**src/rtl/serfe_pkg.sv**
```systemverilog
package serfe_pkg;

  localparam int DATA_W = 32;
  localparam int BYTE_W = 8;

  // word indices (byte offset / 4)
  localparam int IDX_CTL   = 0;
  localparam int IDX_STAT  = 1;
  localparam int IDX_RSV0  = 2;
  localparam int IDX_RSV1  = 3;
  localparam int IDX_UPPER = 4;

  // control word fields
  localparam int CTL_CLK_BIT  = 0;
  localparam int CTL_EN_BIT   = 1;
  localparam int CTL_DIN_BIT  = 2;
  localparam int CTL_GO_BIT   = 17;
  localparam int CTL_BUSY_BIT = 22;
  localparam int CTL_LO_LSB   = 24;

  function automatic logic [DATA_W-1:0] ctl_word(input logic [2:0] lines,
                                                 input logic busy,
                                                 input logic [BYTE_W-1:0] lo);
    logic [DATA_W-1:0] w;
    w = '0;
    w[CTL_CLK_BIT] = lines[0];
    w[CTL_EN_BIT]  = lines[1];
    w[CTL_DIN_BIT] = lines[2];
    w[CTL_BUSY_BIT] = busy;
    w[CTL_LO_LSB +: BYTE_W] = lo;
    return w;
  endfunction

  function automatic logic [DATA_W-1:0] stat_word(input logic dout, input logic ready);
    logic [DATA_W-1:0] w;
    w = '0;
    w[0] = dout;
    w[1] = ready;
    return w;
  endfunction

  // length of one complete transfer in clock cycles
  function automatic int serial_cycles(input int half, input int nbits);
    return 2 * half * nbits;
  endfunction

endpackage

```
**src/rtl/serfe_regs.sv**
```systemverilog
module serfe_regs
  import serfe_pkg::*;
#(
  parameter int          ADDR_W     = 8,
  parameter logic [15:0] STATIC_RST = 16'h180A
) (
  input  logic              clk,
  input  logic              rst_n,
  input  logic              bus_sel,
  input  logic              bus_we,
  input  logic [ADDR_W-1:0] bus_addr,
  input  logic [DATA_W-1:0] bus_wdata,
  output logic [DATA_W-1:0] bus_rdata,
  input  logic              busy_i,
  input  logic              dout_i,
  input  logic              ready_i,
  output logic [2:0]        line_o,
  output logic              start_o,
  output logic [15:0]       payload_o
);

  localparam int WORD_W = ADDR_W - 2;

  logic [WORD_W-1:0] word;
  logic wr, rd, hit_ctl, hit_stat, hit_upper;
  logic [2:0]        line_q;
  logic [BYTE_W-1:0] lo_q, hi_q;
  logic [DATA_W-1:0] rdata_q, rd_mux;

  assign word      = bus_addr[ADDR_W-1:2];
  assign wr        = bus_sel & bus_we;
  assign rd        = bus_sel & ~bus_we;
  assign hit_ctl   = (word == WORD_W'(IDX_CTL));
  assign hit_stat  = (word == WORD_W'(IDX_STAT));
  assign hit_upper = (word == WORD_W'(IDX_UPPER));

  assign start_o   = wr & hit_ctl & bus_wdata[CTL_GO_BIT] & ~busy_i;
  assign payload_o = {hi_q, bus_wdata[CTL_LO_LSB +: BYTE_W]};

  always_comb begin
    rd_mux = '0;
    if (hit_ctl)        rd_mux = ctl_word(line_q, busy_i, lo_q);
    else if (hit_stat)  rd_mux = stat_word(dout_i, ready_i);
    else if (hit_upper) rd_mux = {{(DATA_W-BYTE_W){1'b0}}, hi_q};
  end

  always_ff @(posedge clk or negedge rst_n) begin
    if (!rst_n) begin
      line_q  <= '0;
      lo_q    <= STATIC_RST[BYTE_W-1:0];
      hi_q    <= STATIC_RST[2*BYTE_W-1:BYTE_W];
      rdata_q <= '0;
    end else begin
      if (wr && hit_ctl) begin
        lo_q <= bus_wdata[CTL_LO_LSB +: BYTE_W];
        if (!busy_i) line_q <= bus_wdata[2:0];
      end
      if (wr && hit_upper) hi_q <= bus_wdata[BYTE_W-1:0];
      if (rd) rdata_q <= rd_mux;
    end
  end

  assign line_o    = line_q;
  assign bus_rdata = rdata_q;

endmodule

```
**src/rtl/serfe_shift.sv**
```systemverilog
module serfe_shift #(
  parameter int PAY_W    = 16,
  parameter int DIV_HALF = 4
) (
  input  logic             clk,
  input  logic             rst_n,
  input  logic             start_i,
  input  logic [PAY_W-1:0] payload_i,
  output logic             busy_o,
  output logic             sclk_o,
  output logic             sdin_o,
  output logic             step_o,
  output logic             done_o
);

  localparam int DIV_W = (DIV_HALF > 1) ? $clog2(DIV_HALF) : 1;
  localparam int IDX_W = (PAY_W > 1) ? $clog2(PAY_W) : 1;
  localparam logic [DIV_W-1:0] LAST_DIV = DIV_W'(DIV_HALF - 1);
  localparam logic [IDX_W-1:0] LAST_BIT = IDX_W'(PAY_W - 1);

  logic             busy_q, phase_q, half_end;
  logic [DIV_W-1:0] div_q;
  logic [IDX_W-1:0] idx_q;
  logic [PAY_W-1:0] sh_q;

  assign half_end = busy_q & (div_q == LAST_DIV);
  assign step_o   = half_end & phase_q;
  assign done_o   = step_o & (idx_q == LAST_BIT);

  always_ff @(posedge clk or negedge rst_n) begin
    if (!rst_n) begin
      busy_q  <= 1'b0;
      phase_q <= 1'b0;
      div_q   <= '0;
      idx_q   <= '0;
      sh_q    <= '0;
    end else if (start_i) begin
      busy_q  <= 1'b1;
      phase_q <= 1'b0;
      div_q   <= '0;
      idx_q   <= '0;
      sh_q    <= payload_i;
    end else if (busy_q) begin
      if (half_end) begin
        div_q   <= '0;
        phase_q <= ~phase_q;
        if (phase_q) begin
          sh_q <= {sh_q[PAY_W-2:0], 1'b0};
          if (done_o) busy_q <= 1'b0;
          else        idx_q  <= idx_q + 1'b1;
        end
      end else begin
        div_q <= div_q + 1'b1;
      end
    end
  end

  assign busy_o = busy_q;
  assign sclk_o = busy_q & phase_q;
  assign sdin_o = sh_q[PAY_W-1];

endmodule

```
**src/rtl/serfe_pinmux.sv**
```systemverilog
module serfe_pinmux (
  input  logic       busy_i,
  input  logic [2:0] line_i,
  input  logic       sclk_i,
  input  logic       sdin_i,
  output logic       ser_clk_o,
  output logic       ser_en_o,
  output logic       ser_din_o
);

  always_comb begin
    ser_en_o = line_i[1];
    if (busy_i) begin
      ser_clk_o = sclk_i;
      ser_din_o = sdin_i;
    end else begin
      ser_clk_o = line_i[0];
      ser_din_o = line_i[2];
    end
  end

endmodule

```
**src/rtl/serfe_top.sv**
```systemverilog
module serfe_top #(
  parameter int          ADDR_W     = 8,
  parameter int          DIV_HALF   = 4,
  parameter logic [15:0] STATIC_RST = 16'h180A
) (
  input  logic              clk,
  input  logic              rst_n,
  input  logic              bus_sel,
  input  logic              bus_we,
  input  logic [ADDR_W-1:0] bus_addr,
  input  logic [31:0]       bus_wdata,
  output logic [31:0]       bus_rdata,
  output logic              ser_clk_o,
  output logic              ser_en_o,
  output logic              ser_din_o,
  input  logic              ser_dout_i,
  input  logic              ser_ready_i
);

  logic [2:0]  line;
  logic        start;
  logic [15:0] payload;
  logic        shift_busy, shift_clk, shift_din, shift_step, shift_done;

  serfe_regs #(.ADDR_W(ADDR_W), .STATIC_RST(STATIC_RST)) regs_i (
    .clk(clk), .rst_n(rst_n),
    .bus_sel(bus_sel), .bus_we(bus_we), .bus_addr(bus_addr),
    .bus_wdata(bus_wdata), .bus_rdata(bus_rdata),
    .busy_i(shift_busy), .dout_i(ser_dout_i), .ready_i(ser_ready_i),
    .line_o(line), .start_o(start), .payload_o(payload)
  );

  serfe_shift #(.PAY_W(16), .DIV_HALF(DIV_HALF)) shift_i (
    .clk(clk), .rst_n(rst_n),
    .start_i(start), .payload_i(payload),
    .busy_o(shift_busy), .sclk_o(shift_clk), .sdin_o(shift_din),
    .step_o(shift_step), .done_o(shift_done)
  );

  serfe_pinmux mux_i (
    .busy_i(shift_busy), .line_i(line),
    .sclk_i(shift_clk), .sdin_i(shift_din),
    .ser_clk_o(ser_clk_o), .ser_en_o(ser_en_o), .ser_din_o(ser_din_o)
  );

endmodule

```
**config.mk**
```make
export PLATFORM = sky130hd
export DESIGN_NAME = serfe_top
export DESIGN_NICKNAME = d
export VERILOG_FILES = /design/src/rtl/serfe_pkg.sv /design/src/rtl/serfe_regs.sv /design/src/rtl/serfe_shift.sv /design/src/rtl/serfe_pinmux.sv /design/src/rtl/serfe_top.sv
export SDC_FILE = /design/constraint.sdc
export NUM_CORES = 1
export LEC_CHECK = 0
export BUFFER_PORTS_ARGS = -buffer_cell sky130_fd_sc_hd__buf_4
export CAP_MARGIN = 20
export CORE_UTILIZATION = 42
export DETAILED_ROUTE_END_ITERATION = 6
export GPL_TIMING_DRIVEN = 0
export HOLD_SLACK_MARGIN = 0.02
export PLACE_DENSITY = 0.68
export SYNTH_ARGS = -nofsm -noshare
export SYNTH_HDL_FRONTEND = slang
export SYNTH_SLANG_ARGS = --single-unit
```
**constraint.sdc**
```tcl
create_clock -name clk -period 2 [get_ports clk]
set_input_delay 0.3 -clock clk [delete_from_list [all_inputs] [get_ports clk]]
set_output_delay 0.3 -clock clk [all_outputs]
set_load 0.01 [all_outputs]
```
==> flow_metrics.py <==
metrics = {
    "worst_setup_path": {
        "critPathTopFamily": "multiplexers",
        "cp-endpoint": "ser_din_o",
        "cp.arrival_ns": 1.31,
        "r2r_start": "shift_i.div_q[0]",
        "critPathKind": "register to output port",
        "max_stage_delay_ns": 0.34,
        "critPathLaunch": "shift_i.busy_o",
        "path_depth": 3,
        "r2r_setup_slack_ns": 0.42,
        "cpMaxStageDelayCell": "mux2_2",
        "r2r.worst_path.cells": 4,
        "critical_path_buf_inv_count": 2,
        "critPathLaunchType": "register",
        "path_common_cell": "buf_4",
        "cp_data_required_time_ns": 1.70,
        "r2r_end": "shift_i.idx_q[0]",
        "path_cells": "buf_4, mux2_2, buf_4",
        "cp_max_fo": 8,
        "cp-end-kind": "output port",
    },
    "clock_network": {
        "clockBufferDepth": 2,
        "cts_tree": "done",
        "ctsHoldBuffers": 0,
        "cts_resized": 0,
        "clkTransAtPathRegs_ns": 0.06,
        "htree_levels": 3,
        "clk-insertion-delay-late_ns": 0.34,
        "cts_made_buffers": 9,
        "root_buffer": "clkbuf_8",
        "cts_setup_buffers": 0,
        "cts_sinks": 60,
    },
    "power": {
        "p_seq_frac": 0.483,
        "power.share.switching": 0.2401,
        "power_density_nw_per_um2": 783.4,
        "power_switching_uw": 687.5,
        "p_comb_frac": 0.124,
        "power_frac_clock": 0.393,
        "internal_power_uw": 2176,
        "leakage_uw": 0.001645,
        "vdd_drop_max_v": 0.0005437,
    },
    "sta": {
        "fin_setup_tns_ns": 0,
        "clock_skew_ns": 0.01105,
        "hold_viol_final": 0,
        "final.min_clock_period_ns": 1.605,
        "drv_slew": 0,
        "hold_ws_ns": 0.03371,
        "finalSetupViolations": 0,
        "rsz0062_at_grt": "false",
        "worst_pin_slew_ns": 0.7517,
        "slew_headroom": 0.4989,
        "fmax_ghz": 0.6230,
        "fin_crit_sh": 0.8025,
    },
    "drt": {
        "wl_per_cell_um": 14.78,
        "drtAntennaViolNets": 0,
        "first_pass_iters": 6,
        "wirelength_um": 6135,
        "drcViolationCount": 0,
        "vias": 2141,
        "drt-initial-drc-count": 135,
        "via_per_inst": 5.159,
    },
    "global_route": {
        "grt_pass1_vias": 2111,
        "antenna_found_initial": 0,
        "grt_pass1_wl_um": 10340,
        "grt_usage": 0.1827,
        "grt_max_degree": 61,
        "grt_overflow": 0,
    },
    "synth": {
        "ys_dominant_reg_cell": "dfrtp_1",
        "synth_seq_cells": 60,
        "synth-edff-count": 0,
        "syn_area_um2": 2935,
        "synth_cell_types": 44,
        "avgSynthCellArea_um2": 11.42,
        "syn_inst": 257,
        "yosysSeqAreaShare": 0.5132,
        "synth-async-reset-ratio": 1.000,
        "yosys_warnings": 0,
    },
    "cells_and_area": {
        "stdcell_count": 415,
        "fillers": 623,
        "final_nets": 378,
        "drive_gt1_frac": 0.3851,
        "diodes": 0,
        "area_growth_pct": 24.51,
    },
    "outcome": {
        "status": "finished clean",
    },
    "place": {
        "dp.cells": 399,
        "numPortBuffers": 48,
        "globalplace.congestion": 0.7557,
        "hpwl_um": 4383,
    },
    "floorplan": {
        "num_rows": 30,
        "ios": 81,
        "dieHeight_um": 85.60,
        "start_util": 0.4344,
        "die_area_um2": 7327,
        "fp.coreArea_um2": 6756,
        "die_w_um": 85.60,
    },
    "job": {
        "drv_cap": 0,
    },
    "min_path": {
        "hold_class": "primary input to asynchronous set/reset pin",
    },
}
-- layout by cell type (no fill, tap or decap), types with 3 or more instances in the layout --
| master | synthesis | layout |
|---|---|---|
| a21oi_1 | 5 | 5 |
| buf_2 | 6 | 6 |
| buf_4 | 19 | 67 |
| buf_6 | 3 | 3 |
| clkbuf_1 | 1 | 4 |
| clkbuf_8 | 0 | 12 |
| conb_1 | 1 | 15 |
| dfrtp_1 | 56 | 56 |
| dfstp_2 | 4 | 4 |
| mux2_2 | 18 | 18 |
| mux2_4 | 3 | 3 |
| mux2i_1 | 16 | 16 |
| nand2_1 | 31 | 31 |
| nand2b_1 | 3 | 3 |
| nand3_1 | 3 | 3 |
| nand3b_1 | 3 | 3 |
| nand4_1 | 16 | 16 |
| nor2b_1 | 3 | 3 |
| nor3_1 | 3 | 3 |
| o21ai_0 | 16 | 16 |
| o21ai_1 | 15 | 15 |
-- power by group through the flow --
stage	clock network, uW	registers, uW	logic [uW]
2_1_floorplan	0	1380	225
3_3_place_gp	0	1400	350
3_5_place_dp	0	1400	355
4_1_cts	1160	1380	357
5_1_grt	1200	1400	396
6_report	1130	1380	355
-- cells by family after synthesis --
family / synth area share
fa+ha+maj: 0.008524
other cells: 0.001278
mux: 0.1390
flops: 0.5132
compound gates: 0.09208
xor+xnor: 0.002984
buf+inv: 0.07289
simple gates: 0.1701
-- flip-flops by register name (all words and copies together) (netlist names) --
name	count
regs_i.line_o	3
shift_i.idx_q	4
shift_i.sh_q	16
regs_i.hi_q	8
shift_i.div_q	2
shift_i.phase_q	1
shift_i.busy_o	1
regs_i.bus_rdata	17
regs_i.lo_q	8
-- cell usage after synthesis, types with 2 or more instances --
library cell  number  share of area
a21oi_1            5         0.0085
a31o_2             2         0.0060
a32o_1             2         0.0068
and3_1             2         0.0043
and3_4             2         0.0077
and4b_1            2         0.0068
buf_2              6          0.010
buf_4             19          0.049
buf_6              3          0.012
dfrtp_1           56           0.48
dfstp_2            4          0.036
ha_1               2         0.0085
mux2_2            18          0.069
mux2_4             3          0.015
mux2i_1           16          0.055
nand2_1           31          0.040
nand2_2            2         0.0043
nand2b_1           3         0.0064
nand3_1            3         0.0051
nand3b_1           3         0.0077
nand4_1           16          0.034
nor2_1             2         0.0026
nor2b_1            3         0.0064
nor3_1             3         0.0051
o21ai_0           16          0.027
o21ai_1           15          0.026
-- final cells by class --
type / count / area (um^2) / area share
plain buffers: 29 / 210.2 / 0.05751
clock buffers: 15 / 176.4 / 0.04827
clock inverters: 1 / 30.03 / 0.008216
inverters: 1 / 3.754 / 0.001027
multi-input cells: 181 / 1267 / 0.3468
flip-flops and latches: 60 / 1506 / 0.4122
well taps: 80 / 100.1 / 0.02739
repair buffers: 48 / 360.3 / 0.09860
-- how the worst min path moves through the flow --
stage / end / slack, ns
3_3_place_gp: regs_i.bus_rdata[7] / 0.42
4_1_cts: shift_i.sh_q[12] / 0.06
3_5_place_dp: regs_i.bus_rdata[7] / 0.43
6_report: regs_i.bus_rdata[6] / 0.03
5_1_grt: regs_i.bus_rdata[22] / 0.1
2_1_floorplan: regs_i.bus_rdata[0] / 0.004
-- stage by stage --
step	instance area, um^2	worst slack, ns	util	power, uW
after detailed placement	3448	0.4205	0.5104	1758
after global routing	3655	0.2750	0.5409	2994
after CTS	3655	0.3759	0.5409	2894
after floorplan	2988	0.5777	-	1607
final	3655	0.3949	0.5409	2863
after global placement	3448	0.4542	0.5104	1750
-- routing by layer --
| layer | up-vias | wire, um | GRT usage |
|---|---|---|---|
| li1 | 1046 | - | - |
| met1 | 1024 | 2919 | 0.2522 |
| met2 | 63 | 2859 | 0.2785 |
| met3 | 8 | 291 | 0.04812 |
| met4 | 0 | 65 | 0.06667 |
| met5 | - | 0 | 0 |
(Power assumes the default switching activity.)
